### config.mk
export PLATFORM = sky130hd
export DESIGN_NAME = poison_tracker
export DESIGN_NICKNAME = d
export VERILOG_FILES = /design/src/rtl/poison_pkg.sv /design/src/rtl/poison_ctrl.sv /design/src/rtl/poison_datapath.sv /design/src/rtl/poison_tracker.sv
export SDC_FILE = /design/constraint.sdc
export NUM_CORES = 1
export LEC_CHECK = 0
export BUFFER_PORTS_ARGS = -buffer_cell sky130_fd_sc_hd__buf_2
export CAP_MARGIN = 10
export CORE_MARGIN = 1
export CORE_UTILIZATION = 62
export CTS_BUF_LIST = sky130_fd_sc_hd__clkbuf_4 sky130_fd_sc_hd__clkbuf_8 sky130_fd_sc_hd__clkbuf_16
export CTS_CLUSTER_SIZE = 40
export DETAILED_ROUTE_END_ITERATION = 10
export PLACE_DENSITY = 0.9
export SLEW_MARGIN = 5
export SYNTH_ARGS = -nofsm -noshare
export SYNTH_HDL_FRONTEND = slang
export SYNTH_SLANG_ARGS = --single-unit
export TNS_END_PERCENT = 100
### constraint.sdc
create_clock -name clk -period 7.01 [get_ports clk]
set_input_delay 2.103 -clock clk [delete_from_list [all_inputs] [get_ports clk]]
set_output_delay 2.103 -clock clk [all_outputs]
set_load 0.005 [all_outputs]
### src/rtl/poison_pkg.sv
package poison_pkg;

  // Strobes from the decision logic to the register state
  typedef struct packed {
    logic wrData;     // write resultData into the destination
    logic setPoison;  // mark the destination poisoned
    logic clrPoison;  // clear the destination poison flag
    logic raiseFault; // deferred fault this cycle
    logic raiseExc;   // immediate exception this cycle
    logic faultSelB;  // fault reports source B rather than source A
  } ctrlStrb_t;

endpackage

### src/rtl/poison_ctrl.sv
module poison_ctrl
  import poison_pkg::*;
#(
  parameter int NUM_REGS = 16,
  localparam int IDX_W = $clog2(NUM_REGS)
) (
  input  logic             clk,
  input  logic             rstN,
  input  logic             instValid,
  input  logic             instSpec,
  input  logic             excRaised,
  input  logic             dstValid,
  input  logic [IDX_W-1:0] srcAIdx,
  input  logic [IDX_W-1:0] srcBIdx,
  input  logic             usePoisA,  // valid source A that is poisoned
  input  logic             usePoisB,  // valid source B that is poisoned
  output ctrlStrb_t        strb,
  output logic             excValid,
  output logic             faultValid
);

  logic anyPois;
  assign anyPois = usePoisA | usePoisB;

  always_comb begin
    strb = '0;
    if (instValid) begin
      if (instSpec) begin
        if (excRaised || anyPois) begin
          strb.setPoison = dstValid;
        end else begin
          strb.wrData    = dstValid;
          strb.clrPoison = dstValid;
        end
      end else if (anyPois) begin
        strb.raiseFault = 1'b1;
        strb.faultSelB  = !usePoisA || (usePoisB && (srcBIdx < srcAIdx));
      end else if (excRaised) begin
        strb.raiseExc = 1'b1;
      end else begin
        strb.wrData    = dstValid;
        strb.clrPoison = dstValid;
      end
    end
  end

  always_ff @(posedge clk) begin
    if (!rstN) begin
      excValid   <= 1'b0;
      faultValid <= 1'b0;
    end else begin
      excValid   <= strb.raiseExc;
      faultValid <= strb.raiseFault;
    end
  end

  // fault and immediate exception never coexist
  assert_fault_exc_excl_R5: assert property (@(posedge clk) disable iff (!rstN)
    !(faultValid && excValid));

  // a committed read of a poisoned source produces a fault next cycle
  assert_fault_on_use_R5: assert property (@(posedge clk) disable iff (!rstN)
    (instValid && !instSpec && anyPois) |=> (faultValid && !excValid));

  // clean committed exception reported immediately
  assert_exc_now_R7: assert property (@(posedge clk) disable iff (!rstN)
    (instValid && !instSpec && !anyPois && excRaised) |=> excValid);

  // speculative instructions never signal anything
  assert_spec_silent_R3: assert property (@(posedge clk) disable iff (!rstN)
    (instValid && instSpec) |=> (!excValid && !faultValid));

  // idle cycle leaves both flags low
  assert_idle_quiet_R10: assert property (@(posedge clk) disable iff (!rstN)
    !instValid |=> (!excValid && !faultValid));

endmodule

### src/rtl/poison_datapath.sv
module poison_datapath
  import poison_pkg::*;
#(
  parameter int NUM_REGS = 16,
  parameter int DATA_W   = 32,
  localparam int IDX_W = $clog2(NUM_REGS)
) (
  input  logic              clk,
  input  logic              rstN,
  input  ctrlStrb_t         strb,
  input  logic              srcAValid,
  input  logic [IDX_W-1:0]  srcAIdx,
  input  logic              srcBValid,
  input  logic [IDX_W-1:0]  srcBIdx,
  input  logic [IDX_W-1:0]  dstIdx,
  input  logic [DATA_W-1:0] resultData,
  output logic [DATA_W-1:0] srcAData,
  output logic              srcAPoison,
  output logic [DATA_W-1:0] srcBData,
  output logic              srcBPoison,
  output logic              usePoisA,
  output logic              usePoisB,
  output logic [IDX_W-1:0]  faultIdx
);

  logic [DATA_W-1:0]   regQ [NUM_REGS];
  logic [NUM_REGS-1:0] poisQ;
  logic                dstLive;

  assign dstLive = (dstIdx != '0);

  always_ff @(posedge clk) begin
    if (!rstN) begin
      for (int i = 0; i < NUM_REGS; i++) regQ[i] <= '0;
      poisQ <= '0;
    end else if (dstLive) begin
      if (strb.wrData) regQ[dstIdx] <= resultData;
      if (strb.setPoison)      poisQ[dstIdx] <= 1'b1;
      else if (strb.clrPoison) poisQ[dstIdx] <= 1'b0;
    end
  end

  always_ff @(posedge clk) begin
    if (!rstN)                faultIdx <= '0;
    else if (strb.raiseFault) faultIdx <= strb.faultSelB ? srcBIdx : srcAIdx;
  end

  assign srcAData   = regQ[srcAIdx];
  assign srcBData   = regQ[srcBIdx];
  assign srcAPoison = poisQ[srcAIdx];
  assign srcBPoison = poisQ[srcBIdx];
  assign usePoisA   = srcAValid & poisQ[srcAIdx];
  assign usePoisB   = srcBValid & poisQ[srcBIdx];

  // a poison strobe to a live register marks it
  assert_poison_set_R3: assert property (@(posedge clk) disable iff (!rstN)
    (strb.setPoison && dstLive) |=> poisQ[$past(dstIdx)]);

  // a data strobe lands the value in the named register
  assert_write_lands_R2: assert property (@(posedge clk) disable iff (!rstN)
    (strb.wrData && dstLive) |=> (regQ[$past(dstIdx)] == $past(resultData)));

  // a fault cycle leaves the destination untouched
  assert_fault_keeps_dst_R5: assert property (@(posedge clk) disable iff (!rstN)
    (strb.raiseFault && dstLive) |=>
      (regQ[$past(dstIdx)] == $past(regQ[dstIdx]) &&
       poisQ[$past(dstIdx)] == $past(poisQ[dstIdx])));

endmodule

### src/rtl/poison_tracker.sv
module poison_tracker
  import poison_pkg::*;
#(
  parameter int NUM_REGS = 16,
  parameter int DATA_W   = 32,
  localparam int IDX_W = $clog2(NUM_REGS)
) (
  input  logic              clk,
  input  logic              rstN,
  input  logic              instValid,
  input  logic              instSpec,
  input  logic              srcAValid,
  input  logic [IDX_W-1:0]  srcAIdx,
  input  logic              srcBValid,
  input  logic [IDX_W-1:0]  srcBIdx,
  input  logic              dstValid,
  input  logic [IDX_W-1:0]  dstIdx,
  input  logic [DATA_W-1:0] resultData,
  input  logic              excRaised,
  output logic [DATA_W-1:0] srcAData,
  output logic              srcAPoison,
  output logic [DATA_W-1:0] srcBData,
  output logic              srcBPoison,
  output logic              excValid,
  output logic              faultValid,
  output logic [IDX_W-1:0]  faultIdx
);

  ctrlStrb_t strb;
  logic      usePoisA;
  logic      usePoisB;

  poison_ctrl #(.NUM_REGS(NUM_REGS)) uCtrl (
    .clk(clk), .rstN(rstN), .instValid(instValid), .instSpec(instSpec),
    .excRaised(excRaised), .dstValid(dstValid), .srcAIdx(srcAIdx),
    .srcBIdx(srcBIdx), .usePoisA(usePoisA), .usePoisB(usePoisB),
    .strb(strb), .excValid(excValid), .faultValid(faultValid)
  );

  poison_datapath #(.NUM_REGS(NUM_REGS), .DATA_W(DATA_W)) uData (
    .clk(clk), .rstN(rstN), .strb(strb), .srcAValid(srcAValid),
    .srcAIdx(srcAIdx), .srcBValid(srcBValid), .srcBIdx(srcBIdx),
    .dstIdx(dstIdx), .resultData(resultData), .srcAData(srcAData),
    .srcAPoison(srcAPoison), .srcBData(srcBData), .srcBPoison(srcBPoison),
    .usePoisA(usePoisA), .usePoisB(usePoisB), .faultIdx(faultIdx)
  );

  // register 0 always reads as clean zero
  assert_zero_reg_R9: assert property (@(posedge clk) disable iff (!rstN)
    (srcAIdx == '0) |-> (srcAData == '0 && !srcAPoison));

endmodule

## Yosys cells after proc, flatten, opt, wreduce, memory -nomap -nowiden

Memory sizes are Yosys's and may differ from the RTL's.
Cells that the tools add are included.

| word-level totals | value |
|---|---|
| register bits | 22 |
| memory bits (writable) | 512 |
| input port bits | 52 |
| output and inout bits | 72 |
| logic and storage cells | 57 |
| memories | 1 |

Memory list:

| name | words | bits a word | rd ports | clocked after memory_dff | write ports | line | source |
|---|---|---|---|---|---|---|---|
| uData.regQ | 16 | 32 | 2 | 0 | 16 | poison_datapath.sv:26 | `logic [DATA_W-1:0] regQ [NUM_REGS];` |

| operators by class | value |
|---|---|
| order comparisons | 5 |
| mux-type cells | 29 |
| bitwise gates (word level) | 8 |
| reductions and logical operators | 10 |

Operators with widths:

| kind | count |
|---|---|
| 2-to-1 mux 16 bit | 2 |
| 2-to-1 mux 32 bit | 1 |
| OR reduction 32 bit | 1 |
| 2-to-1 mux 1 bit | 19 |
| bitwise AND 16 bit | 1 |
| NOT 16 bit | 1 |
| OR 16 bit | 1 |
| < comparator 4 x 5 -> 1 bit, second input constant | 3 |
| binary-select mux 1 bit (select 4 bit) | 2 |
| 2-to-1 mux 4 bit | 2 |
| 2-to-1 mux 6 bit | 1 |
| demux 1 bit (select 4 bit) | 1 |
| >= comparator 4 x 1 -> 1 bit, second input constant | 1 |
| < comparator 4 bit | 1 |
| nonzero test 4 bit | 1 |
| OR reduction 4 bit | 1 |
| 2-to-1 mux 3 bit | 1 |
| bitwise AND 1 bit | 2 |
| logical AND 1 bit | 2 |
| logical OR 1 bit | 2 |
| NOT 1 bit | 2 |
| AND reduction 2 bit | 1 |
| nonzero test 2 bit | 1 |
| logical NOT 1 bit | 1 |
| OR 1 bit | 1 |

## Logic depth before layout (Yosys ltp)

| logic depth | value |
|---|---|
| word-level depth | 14 |
| gate-level depth with buffers | 10 |
| gate-level depth less buffers | 7 |

## By module

Synthesis repeated with hierarchy kept, for this count alone.

| unflattened totals | value |
|---|---|
| cells, all modules | 1,815 |
| area total of the unflattened synthesis | 27,815.4 um^2 |

By module, submodules not included:

| module | instances | cells each | area an instance (um^2) | seq. area each (um^2) |
|---|---|---|---|---|
| poison_datapath | 1 | 1,787 | 27,616.5 | 15,775.1 |
| poison_ctrl | 1 | 28 | 198.9 | 40.0 |

## Least setup slack after synthesis

OpenSTA, ideal clock, no wires.

| timing | value |
|---|---|
| path type | input -> register |
| start | input srcAIdx[0] |
| end | memory uData.regQ[14][0], enable pin |
| setup time | 466 ps |
| arrival time | 6,101 ps |
| required time | 6,544 ps |
| slack | 443 ps |
| stages on the path | 7 |
| buffers on the path | 1 |
| cells stage by stage | buf_4 -> mux2_1 -> mux4_2 -> a32o_1 -> nor3_2 -> nand2_1 -> o21ai_0 |

RTL lines:

| what | line | source |
|---|---|---|
| start, declared | poison_tracker.sv:13 | `input logic [IDX_W-1:0] srcAIdx,` |
| end, declared | poison_datapath.sv:26 |  |

## Worst setup path after layout

| timing | value |
|---|---|
| start | input srcBIdx[0] |
| end | output srcBData[31] |

| between the ends | value |
|---|---|
| longest elaborated chain between the ends | 1 |

RTL lines:

| what | line | source |
|---|---|---|
| start, declared | poison_tracker.sv:15 | `input logic [IDX_W-1:0] srcBIdx,` |
| memory read (16 x 32 bit) | n/a |  |
| end, declared | poison_tracker.sv:22 | `output logic [DATA_W-1:0] srcBData,` |

No other way between the ends.

==> metrics.md <==
| Metric | Value |
|---|---|
| Largest net degree at the start of global routing | 65 |
| Post-detailed-route wirelength per cell | 33.0 µm |
| Wire length of the first global-routing pass | 123000 µm |
| Cell area after placement | 29000 µm² |
| Number of standard-cell rows in the floorplan | 76 |
| Worst-case clock buffer depth | 3 |
| Number of non-filler instances in the completed layout | 2535 |
| Slew at the pin with the worst max-slew slack | 1.04 ns |
| YS warnings | 0 |
| Setup TNS after final layout | 0 ns |
| # clock sinks | 534 |
| Clock root buffer master | clkbuf_16 |
| Number of maximum-capacitance constraint violations | 0 |
| Share of the synthesized area in compound gates (AO/OA/AOI/OAI) | 1.41% |
| H-tree lvl count | 2 |
| Most used DFF post-synth | edfxtp_1 |
| Worst IR drop on VDD | 0.000216 V |
| Share of post-route cells with drive strength above 1 | 32.6% |
| Fill cell total of the finished layout | 2475 |
| Chip Height | 212 µm |
| Clock transition at the register clock pins on the worst setup and hold paths after CTS | 0.06 ns |
| Setup repair after global routing missed its margin | false |
| Relative slew margins | 30.5% |
| Area of the core | 43300 µm² |
| Number of cells on the worst reg-to-reg path | 8 |
| Number of instances in the synthesized netlist | 1776 |
| Iteration count of the initial detailed-routing pass | 6 |
| Post-route clock period utilization | 90.6% |
| DP Worst Slack | 0.703 ns |
| Data arrival at the endpoint of the critical path | 4.25 ns |
| Worst hold margin | 0.500 ns |
| Total vias in the final route | 18800 |
| Maximum fanout along the worst path | 56 |
| Setup violation total in the final timing report | 0 |
| Sort of element at the start of the critical path | input pin |
| Die extent in x | 212 µm |
| Post-layout minimum cycle time | 6.35 ns |
| Antenna violations before repair | 7 |
| Hold bufs inserted after CTS | 0 |
| Most common library cells after synthesis | edfxtp_1 (512), nor2_1 (395), mux4_2 (323), nand2_1 (151), and2_1 (101) |
| Largest family of logic cells by synthesized area | multiplexers |
| Worst path required time | 4.91 ns |
| Number of synthesized flops with an enable pin | 512 |
| Final HPWL DP | 48400 µm |
| Vias per inst | 7.40 |
| Overall die area | 44800 µm² |
| Status | complete, no violations |
| GRT Residual Overflow | 0 |
| Overall routing resource usage | 38.6% |
| Synth Area in Adders | 0.138% |
| Synthesis-to-finish area growth | 13.1% |
| Share of synthesized flip-flops with an asynchronous set or reset | 0% |
| Leading area contributor after synthesis | edfxtp_1 |
| Final weighted congestion in routability-driven placement | 0.871 |
| Final worst-path setup slack | 0.660 ns |
| Area share of xor/xnor cells in the synthesized design | 0% |
| Hold Vio Cnt, Final | 0 |
| Post-CTS setup-driven buffer insertion count | 0 |
| Total Wirelength | 83600 µm |
| Starting utilization of the core area | 63.1% |
| DRC violations left | 0 |
| Vias in the first global route | 19600 |
| Starting DRT DRC Count | 2871 |
| Sequential area share after synthesis | 58.0% |
| Slack of the worst reg-to-reg path | 3.46 ns |
| Top cells by area in the synthesized netlist | edfxtp_1 (56%), mux4_2 (27%), nor2_1 (5.4%) |
| Proportion of synthesized area in mux cells | 27.5% |
| Depth of the worst hold-timing path | 1 |
| Number of input and output port buffers inserted | 123 |
| Syn Area/Cell | 15.4 µm² |
| Type of the tightest min-delay check | reg -> reg |
| Clock tree from TritonCTS | yes |
| Area share of the largest cell type after synthesis | 56.4% |
| Leak Pwr | 10.1 nW |
| Post-route cell area | 30800 µm² |
| Clock latency on the worst-skew pair | 0.63 ns |
| Post-CTS resize count | 0 |
| Power per standard cell area | 249 nW/µm² |
| Area of the mapped netlist | 27300 µm² |
| TritonCTS Buffers | 54 |
| Highest clock rate | 157 MHz |
| Count of different cell masters after synthesis | 45 |
| Inst Count DP | 2428 |
| Nets | 1954 |
| Max-slew violation count | 0 |
| Cell with the most instances after synthesis | edfxtp_1 |
| CP Class | in -> out |
| Destination of the worst register-to-register timing path | uData.regQ[13][9]$_SDFFCE_PN0P_ |
| Kind of end point of the critical path | primary output |
| Final antenna-violating net count | 0 |
| Worst clock skew | 0.0353 ns |
| Simple-Gate Fraction of Synth Area | 10.6% |
| Number of flip-flops and latches in the synthesized netlist | 534 |
| Top-level port count | 124 |
metal layers:
layer | share of wire (%) | vias up | GRT usage, %
met5 | 0.017 | - | 0
met4 | 7.8 | 2 | 27.3
met1 | 29 | 9156 | 45.2
met2 | 49 | 1949 | 62.5
li1 | - | 7124 | -
met3 | 14 | 532 | 10.2
placed cells by master (no fill, tap or decap), types with 3 or more instances in the layout:
cell / instances
nand4_1: 3
a21oi_1: 9
clkinv_1: 12
edfxtp_1: 512
buf_2: 119
buf_12: 18
dfxtp_1: 22
conb_1: 32
buf_4: 47
mux2i_1: 16
mux2_2: 4
a211oi_1: 3
mux4_2: 323
inv_1: 3
and2_1: 99
nand2b_1: 4
o21ai_4: 10
clkbuf_16: 55
and3_1: 4
nand2_2: 4
bufinv_16: 7
nor2b_1: 4
a311oi_1: 10
diode_2: 6
nand2_1: 147
o21ai_0: 5
a41oi_1: 4
clkbuf_4: 9
a31oi_1: 7
clkinvlp_4: 3
ha_1: 3
nor3_1: 4
nor2_1: 394
clkinv_2: 11
per-stage QoR:
step | utilization (%) | power (mW)
6_report | 71.3 | 7.69
5_1_grt | 71.3 | 7.82
4_1_cts | 71.2 | 7.65
3_5_place_dp | 67.1 | 4.71
3_3_place_gp | 67.1 | 4.66
2_1_floorplan | - | 4.34
cells by family after synthesis:
kind of cell	count (synthesis)
muxes	344
other	1
AOI/OAI and AO/OA	57
buffers and inverters	157
DFF	534
and+or+nand+nor	680
adders and majority gates	3
sequential cells by signal, indices dropped and copies added (netlist names), named ones only:
register and count:
uData.regQ 512, uData.faultIdx 4, uCtrl.excValid 1, uCtrl.faultValid 1
critical path: stages:
cell and delay [ns]:
buf_8 0.46, buf_4 0.33, mux4_2 0.53, mux4_2 0.53, buf_2 0.16
where the power goes:
group	internal (mW)	switching, mW	total [mW]	leakage, nW
sequential	3.66	0.109	3.77	5.05
clock	1.73	1.28	3.01	0.898
combinational	0.434	0.478	0.913	4.17
layout make-up:
cell class                 count  area [µm²]  area share (%)
sequential                   534       15800            51.3
multi-input combinational   1116       11100            36.0
clock buffer                  64        1440            4.68
timing repair buffer         188        1360            4.41
tap                          585         732            2.37
clock inverter                37         368            1.19
inverter                       5        18.8          0.0609
antenna                        6        15.0          0.0487
worst max path at each step:
stage / startpoint / end / slack, ns / depth (start not counted)
CTS: srcBIdx[0] / srcBData[31] / 0.68 / 5
finish: srcBIdx[0] / srcBData[31] / 0.66 / 5
global route: srcBIdx[0] / srcBData[12] / 0.54 / 5
floorplan: srcAIdx[0] / uData.regQ[14][0]$_SDFFCE_PN0P_ / 0.44 / 7
global placement: srcBIdx[0] / srcBData[21] / 0.74 / 5
detailed placement: srcBIdx[0] / srcBData[12] / 0.70 / 5
No activity file was read; power rests on OpenSTA's default activity.
